===== src/rtl/spi_cfg_pkg.sv =====
package spi_cfg_pkg;
    typedef enum logic [2:0] {
        PH_IDLE,
        PH_CHIP,
        PH_PTR,
        PH_DATA,
        PH_SKIP
    } phase_e;
endpackage


===== src/rtl/spi_cfg_sync.sv =====
module spi_cfg_sync #(
    parameter int   STAGES  = 2,
    parameter logic RST_VAL = 1'b0
) (
    input  logic clk,
    input  logic rst_n,
    input  logic din,
    output logic dout,
    output logic rise,
    output logic fall
);
    logic [STAGES-1:0] chain_q;
    logic              prev_q;

    always_ff @(posedge clk or negedge rst_n) begin
        if (!rst_n) begin
            chain_q <= {STAGES{RST_VAL}};
            prev_q  <= RST_VAL;
        end else begin
            chain_q <= {chain_q[STAGES-2:0], din};
            prev_q  <= chain_q[STAGES-1];
        end
    end

    assign dout = chain_q[STAGES-1];
    assign rise = chain_q[STAGES-1] & ~prev_q;
    assign fall = ~chain_q[STAGES-1] & prev_q;
endmodule


===== src/rtl/spi_cfg_regbank.sv =====
module spi_cfg_regbank #(
    parameter int NUM_REGS = 16,
    parameter int DATA_W   = 8,
    localparam int ADDR_W  = $clog2(NUM_REGS)
) (
    input  logic                       clk,
    input  logic                       rst_n,
    input  logic                       wr_en,
    input  logic [ADDR_W-1:0]          wr_addr,
    input  logic [DATA_W-1:0]          wr_data,
    output logic [NUM_REGS*DATA_W-1:0] regs_flat
);
    for (genvar i = 0; i < NUM_REGS; i++) begin : g_reg
        logic [DATA_W-1:0] val_q;
        logic [DATA_W-1:0] val_d;

        always_comb begin
            val_d = val_q;
            if (wr_en && (wr_addr == ADDR_W'(i))) val_d = wr_data;
        end

        always_ff @(posedge clk or negedge rst_n) begin
            if (!rst_n) val_q <= '0;
            else        val_q <= val_d;
        end

        assign regs_flat[i*DATA_W +: DATA_W] = val_q;
    end
endmodule


===== src/rtl/spi_cfg_port.sv =====
module spi_cfg_port
    import spi_cfg_pkg::*;
#(
    parameter int         NUM_REGS    = 16,
    parameter int         DATA_W      = 8,
    parameter int         SYNC_STAGES = 2,
    parameter logic [6:0] CHIP_ADDR   = 7'b0010000,
    localparam int        ADDR_W      = $clog2(NUM_REGS),
    localparam int        BIT_W       = $clog2(DATA_W)
) (
    input  logic                       clk,
    input  logic                       rst_n,
    input  logic                       spi_cs_n,
    input  logic                       spi_sclk,
    input  logic                       spi_sdi,
    output logic [NUM_REGS*DATA_W-1:0] cfg_regs
);
    localparam logic [DATA_W-1:0] ID_WRITE = DATA_W'({CHIP_ADDR, 1'b0});
    localparam logic [BIT_W-1:0]  LAST_BIT = BIT_W'(DATA_W - 1);
    localparam logic [ADDR_W-1:0] TOP_REG  = ADDR_W'(NUM_REGS - 1);

    typedef struct packed {
        phase_e            phase;
        logic [BIT_W-1:0]  bitcnt;
        logic [DATA_W-1:0] shreg;
        logic              incr;
        logic [ADDR_W-1:0] ptr;
    } ctrl_t;

    ctrl_t ctrl_d, ctrl_q;

    logic cs_s, cs_rise_unused, cs_fall;
    logic sclk_s_unused, sclk_rise, sclk_fall_unused;
    logic sdi_s, sdi_rise_unused, sdi_fall_unused;

    logic              wr_en;
    logic [ADDR_W-1:0] wr_addr;
    logic [DATA_W-1:0] wr_data;
    logic [DATA_W-1:0] byte_in;

    spi_cfg_sync #(.STAGES(SYNC_STAGES), .RST_VAL(1'b1)) u_sync_cs (
        .clk(clk), .rst_n(rst_n), .din(spi_cs_n),
        .dout(cs_s), .rise(cs_rise_unused), .fall(cs_fall)
    );
    spi_cfg_sync #(.STAGES(SYNC_STAGES), .RST_VAL(1'b0)) u_sync_sclk (
        .clk(clk), .rst_n(rst_n), .din(spi_sclk),
        .dout(sclk_s_unused), .rise(sclk_rise), .fall(sclk_fall_unused)
    );
    spi_cfg_sync #(.STAGES(SYNC_STAGES), .RST_VAL(1'b0)) u_sync_sdi (
        .clk(clk), .rst_n(rst_n), .din(spi_sdi),
        .dout(sdi_s), .rise(sdi_rise_unused), .fall(sdi_fall_unused)
    );

    always_comb begin
        ctrl_d  = ctrl_q;
        wr_en   = 1'b0;
        wr_addr = ctrl_q.ptr;
        byte_in = {ctrl_q.shreg[DATA_W-2:0], sdi_s};
        wr_data = byte_in;

        if (cs_s) begin
            // select released: drop any partial byte
            ctrl_d.phase  = PH_IDLE;
            ctrl_d.bitcnt = '0;
        end else if (cs_fall) begin
            ctrl_d.phase  = PH_CHIP;
            ctrl_d.bitcnt = '0;
        end else if (sclk_rise && ctrl_q.phase != PH_IDLE) begin
            ctrl_d.shreg  = byte_in;
            ctrl_d.bitcnt = ctrl_q.bitcnt + 1'b1;
            if (ctrl_q.bitcnt == LAST_BIT) begin
                ctrl_d.bitcnt = '0;
                unique case (ctrl_q.phase)
                    PH_CHIP: ctrl_d.phase = (byte_in == ID_WRITE) ? PH_PTR : PH_SKIP;
                    PH_PTR: begin
                        ctrl_d.incr  = byte_in[DATA_W-1];
                        ctrl_d.ptr   = byte_in[ADDR_W-1:0];
                        ctrl_d.phase = PH_DATA;
                    end
                    PH_DATA: begin
                        wr_en = 1'b1;
                        if (ctrl_q.incr)
                            ctrl_d.ptr = (ctrl_q.ptr == TOP_REG) ? '0 : ctrl_q.ptr + 1'b1;
                    end
                    default: ctrl_d.phase = ctrl_q.phase;
                endcase
            end
        end
    end

    always_ff @(posedge clk or negedge rst_n) begin
        if (!rst_n) begin
            ctrl_q <= '{phase: PH_IDLE, bitcnt: '0, shreg: '0, incr: 1'b0, ptr: '0};
        end else begin
            ctrl_q <= ctrl_d;
        end
    end

    spi_cfg_regbank #(.NUM_REGS(NUM_REGS), .DATA_W(DATA_W)) u_bank (
        .clk(clk), .rst_n(rst_n), .wr_en(wr_en), .wr_addr(wr_addr),
        .wr_data(wr_data), .regs_flat(cfg_regs)
    );
endmodule


===== config.mk =====
export PLATFORM = sky130hd
export DESIGN_NAME = spi_cfg_port
export DESIGN_NICKNAME = d
export VERILOG_FILES = /design/src/rtl/spi_cfg_pkg.sv /design/src/rtl/spi_cfg_sync.sv /design/src/rtl/spi_cfg_regbank.sv /design/src/rtl/spi_cfg_port.sv
export SDC_FILE = /design/constraint.sdc
export NUM_CORES = 1
export LEC_CHECK = 0
export BUFFER_PORTS_ARGS = -buffer_cell sky130_fd_sc_hd__buf_2
export CAP_MARGIN = 20
export CORE_ASPECT_RATIO = 0.8
export CORE_MARGIN = 10
export CORE_UTILIZATION = 35
export DETAILED_ROUTE_END_ITERATION = 12
export SLEW_MARGIN = 20
export SYNTH_ARGS = -nofsm -noshare
export SYNTH_HDL_FRONTEND = slang
export SYNTH_SLANG_ARGS = --single-unit

===== constraint.sdc =====
create_clock -name clk -period 2.7 [get_ports clk]
set_input_delay 0.405 -clock clk [delete_from_list [all_inputs] [get_ports clk]]
set_output_delay 0.405 -clock clk [all_outputs]
set_load 0.03 [all_outputs]

==> results.py <==
metrics = {
    "run_status": {
        "status": "complete, but fails checks",
        "violations": "negative hold slack",
    },
    "routing": {
        "drtIter0Drc": 217,
        "antenna_left": 0,
        "dr.pass1.iters": 4,
        "vias_per_cell": 4.892,
        "wl_per_cell_um": 20.76,
        "finalWirelength_um": 15940,
        "via_count": 3757,
        "drc_errors": 0,
    },
    "worst_setup_path": {
        "start_kind": "register",
        "cp_num_buf_inv": 0,
        "rr_startpoint": "u_sync_cs.chain_q[1]$_DFF_PN1_",
        "cpMaxStageDelayCell": "or4b_4",
        "crit_required_ns": 3.01,
        "crit_family": "simple AND/OR/NAND/NOR gates",
        "arrival_ns": 2.49,
        "ff2ff_path_depth": 4,
        "rrSetupSlack_ns": 0.52,
        "crit_fanout": 8,
        "cpPeakStageDelay_ns": 0.62,
        "rr_endpoint": "u_bank.g_reg[9].val_q[5]$_DFFE_PN0P_",
        "critPathCaptureType": "register",
        "crit_chain": "or4b_4 > nor4_4 > nand3_2 > mux2_2",
        "worstSetupPathType": "reg -> reg",
    },
    "synthesis": {
        "synth-seq-area-share_pct": 61.45,
        "synth_area_um2": 6277,
        "synth_nets": 400,
        "synthCells": 389,
        "synth_cell_types": 41,
        "avgSynthCellArea_um2": 16.14,
        "synth-seq-cells": 154,
        "yosys_warnings": 0,
    },
    "power": {
        "p_per_area_nw_per_um2": 623.3,
        "ir_drop_mv": 0.3929,
        "p_leak_nw": 4.262,
    },
    "sta": {
        "rsz0062_at_grt": "no",
        "hold_viol_final": 12,
        "finalSetupViolations": 0,
        "slew_headroom_pct": 44.43,
        "post-route-period-util_pct": 80.73,
        "skew_ns": 0.008704,
        "fmax_mhz": 458.8,
        "timing.setup.tns_ns": 0,
        "hold_ws_ns": -0.02169,
        "fin_crit_ns": 2.180,
        "slew_viol_final": 0,
        "tightest_slew_ns": 0.8336,
    },
    "cells_and_area": {
        "multi_input_area_um2": 2200,
        "area_delta_synth_final_pct": 22.90,
        "nNetsFinal": 541,
        "final_core_util_pct": 44.12,
        "nFillCells": 1568,
        "final_layout_size_suffix_gt1_share_pct": 61.88,
        "ff_latch_area_um2": 3857,
        "diodes": 0,
    },
    "global_route": {
        "grt-ovfl-total": 0,
        "antenna_found_initial": 0,
        "grt_pass1_wl_um": 25210,
        "grt_max_degree": 71,
        "gr-usage-all-layers_pct": 13.93,
        "first_global_vias": 4101,
    },
    "die": {
        "die_h_um": 139.8,
        "io_pins": 133,
        "placementRows": 43,
        "start_util_pct": 35.90,
        "core-area_um2": 17490,
        "die_x_um": 169.7,
        "fp.dieArea_um2": 23730,
    },
    "place": {
        "dp_hpwl_um": 11090,
        "gp_congestion": 0.7591,
        "portBuffers": 132,
    },
    "clocking": {
        "clock_sinks": 154,
        "cts_tree": "yes",
        "htree_levels": 4,
        "post_cts_resized": 0,
        "cts_made_buffers": 17,
        "clockRootBuffer": "clkbuf_16",
        "postCtsSetupRepairBufs": 0,
        "ctsHoldBuffers": 0,
        "clk_latency_ns": 0.43,
        "cts.path.max_buffers": 2,
        "clk_transition_reported_paths_ns": 0.07,
    },
    "flow_run": {
        "max_cap_violations": 0,
    },
    "hold_path": {
        "hp-class": "in -> async",
    },
}
[report_power, final]
group	switching, mW	total [mW]	internal, mW
clock network	1.01	2.32	1.31
registers	0.0346	2.36	2.32
logic	0.0987	0.133	0.0345
[cells in the mapped netlist, drive strengths merged]
cell / instances / area (µm²)
dfstp: 3 / 78.83
inv: 6 / 22.52
bufbuf: 1 / 32.53
buf: 11 / 82.57
a31oi: 1 / 6.260
and4bb: 1 / 12.51
nor2: 8 / 46.30
o21ai: 4 / 20.02
a21o: 1 / 7.510
nor4b: 1 / 8.760
or4b: 1 / 13.76
nand2: 2 / 7.510
nor2b: 2 / 12.51
mux2: 136 / 1531
nor3b: 2 / 15.01
nand4: 8 / 152.6
a311oi: 1 / 8.760
o2111ai: 1 / 8.760
nor4: 4 / 55.05
ha: 6 / 75.07
a21oi: 4 / 20.02
clkbuf: 3 / 21.27
a211oi: 3 / 22.52
nand3b: 1 / 7.510
mux2i: 4 / 40.04
nand3: 9 / 85.08
o21a: 1 / 7.510
dlygate4sd1: 7 / 61.31
nor3: 4 / 20.02
and2: 1 / 6.260
a221oi: 1 / 8.760
dfrtp: 151 / 3779
[cell usage in the layout, fill, tap and decap left out, types with 3 or more instances in the layout]
master     netlist  layout
nor3_1           4       4
dfstp_2          3       3
nand3_2          8       8
mux2i_1          4       4
inv_1            6       6
buf_2            3     131
mux2_2         136     136
a211oi_1         3       3
clkinv_2         0       3
dfrtp_1        151     151
ha_1             6       6
inv_6            0       6
a21oi_1          4       4
nand4_4          6       6
nor2_1           7       7
buf_4            5      10
clkbuf_16        0      17
o21ai_0          4       4
[cell type report]
class / count / area share, %
multi-input cells: 207 / 28.51
inverters: 6 / 0.2919
repair buffers: 144 / 10.14
well taps: 225 / 3.649
flip-flops and latches: 154 / 50.00
clock buffers: 18 / 5.693
clock inverters: 14 / 1.719
[layer usage]
layer	track usage [%]	up-vias	wire [µm]
met1	17.27	1968	7058
met5	0	-	0
met2	21.73	91	7696
li1	-	1684	-
met4	4.610	0	191
met3	5.370	14	996
[registers in the layout, summed over array words and instances (netlist names), 2 cells and up]
register and count:
byte_in 7, ctrl_q 7, u_bank.g.val_q 128, u_sync_cs.chain_q 2, u_sync_sclk.chain_q 2, u_sync_sdi.chain_q 2
wr_addr 4
[through the flow]
stage / worst slack (ns) / hold slack, ns / cell area [µm²] / std cells / power, mW
after floorplan: 0.7722 / 0.1094 / 6277 / 389 / 2.440
after global placement: 0.5886 / 0.3364 / 7143 / 736 / 2.538
after detailed placement: 0.5107 / 0.3419 / 7143 / 736 / 2.544
after CTS: 0.4974 / 0.01130 / 7715 / 768 / 4.879
after global routing: 0.3849 / 0.03779 / 7715 / 768 / 5.017
final: 0.5203 / -0.02169 / 7715 / 768 / 4.809
[worst max-delay path by stage]
stage / start / depth (start not counted) / slack [ns] / to
after floorplan: u_sync_cs.chain_q[1]$_DFF_PN1_ / 4 / 0.77 / u_bank.g_reg[0].val_q[0]$_DFFE_PN0P_
after global placement: u_sync_cs.chain_q[1]$_DFF_PN1_ / 4 / 0.59 / u_bank.g_reg[1].val_q[4]$_DFFE_PN0P_
after detailed placement: u_sync_cs.chain_q[1]$_DFF_PN1_ / 4 / 0.51 / u_bank.g_reg[9].val_q[5]$_DFFE_PN0P_
after CTS: u_sync_cs.chain_q[1]$_DFF_PN1_ / 4 / 0.50 / u_bank.g_reg[9].val_q[5]$_DFFE_PN0P_
after global routing: u_sync_cs.chain_q[1]$_DFF_PN1_ / 4 / 0.38 / u_bank.g_reg[9].val_q[5]$_DFFE_PN0P_
final: u_sync_cs.chain_q[1]$_DFF_PN1_ / 4 / 0.52 / u_bank.g_reg[9].val_q[5]$_DFFE_PN0P_
[logic make-up (layout without fill, tap and decap cells)]
| group | count (synthesis) | in the layout | synth area share, % |
|---|---|---|---|
| compound gates | 17 | 17 | 1.754 |
| flops | 154 | 154 | 61.45 |
| mux | 140 | 140 | 25.03 |
| fa+ha+maj | 6 | 6 | 1.196 |
| buf+inv | 28 | 182 | 3.508 |
| simple gates | 44 | 44 | 7.056 |
No activity file was read; power rests on OpenSTA's default activity.
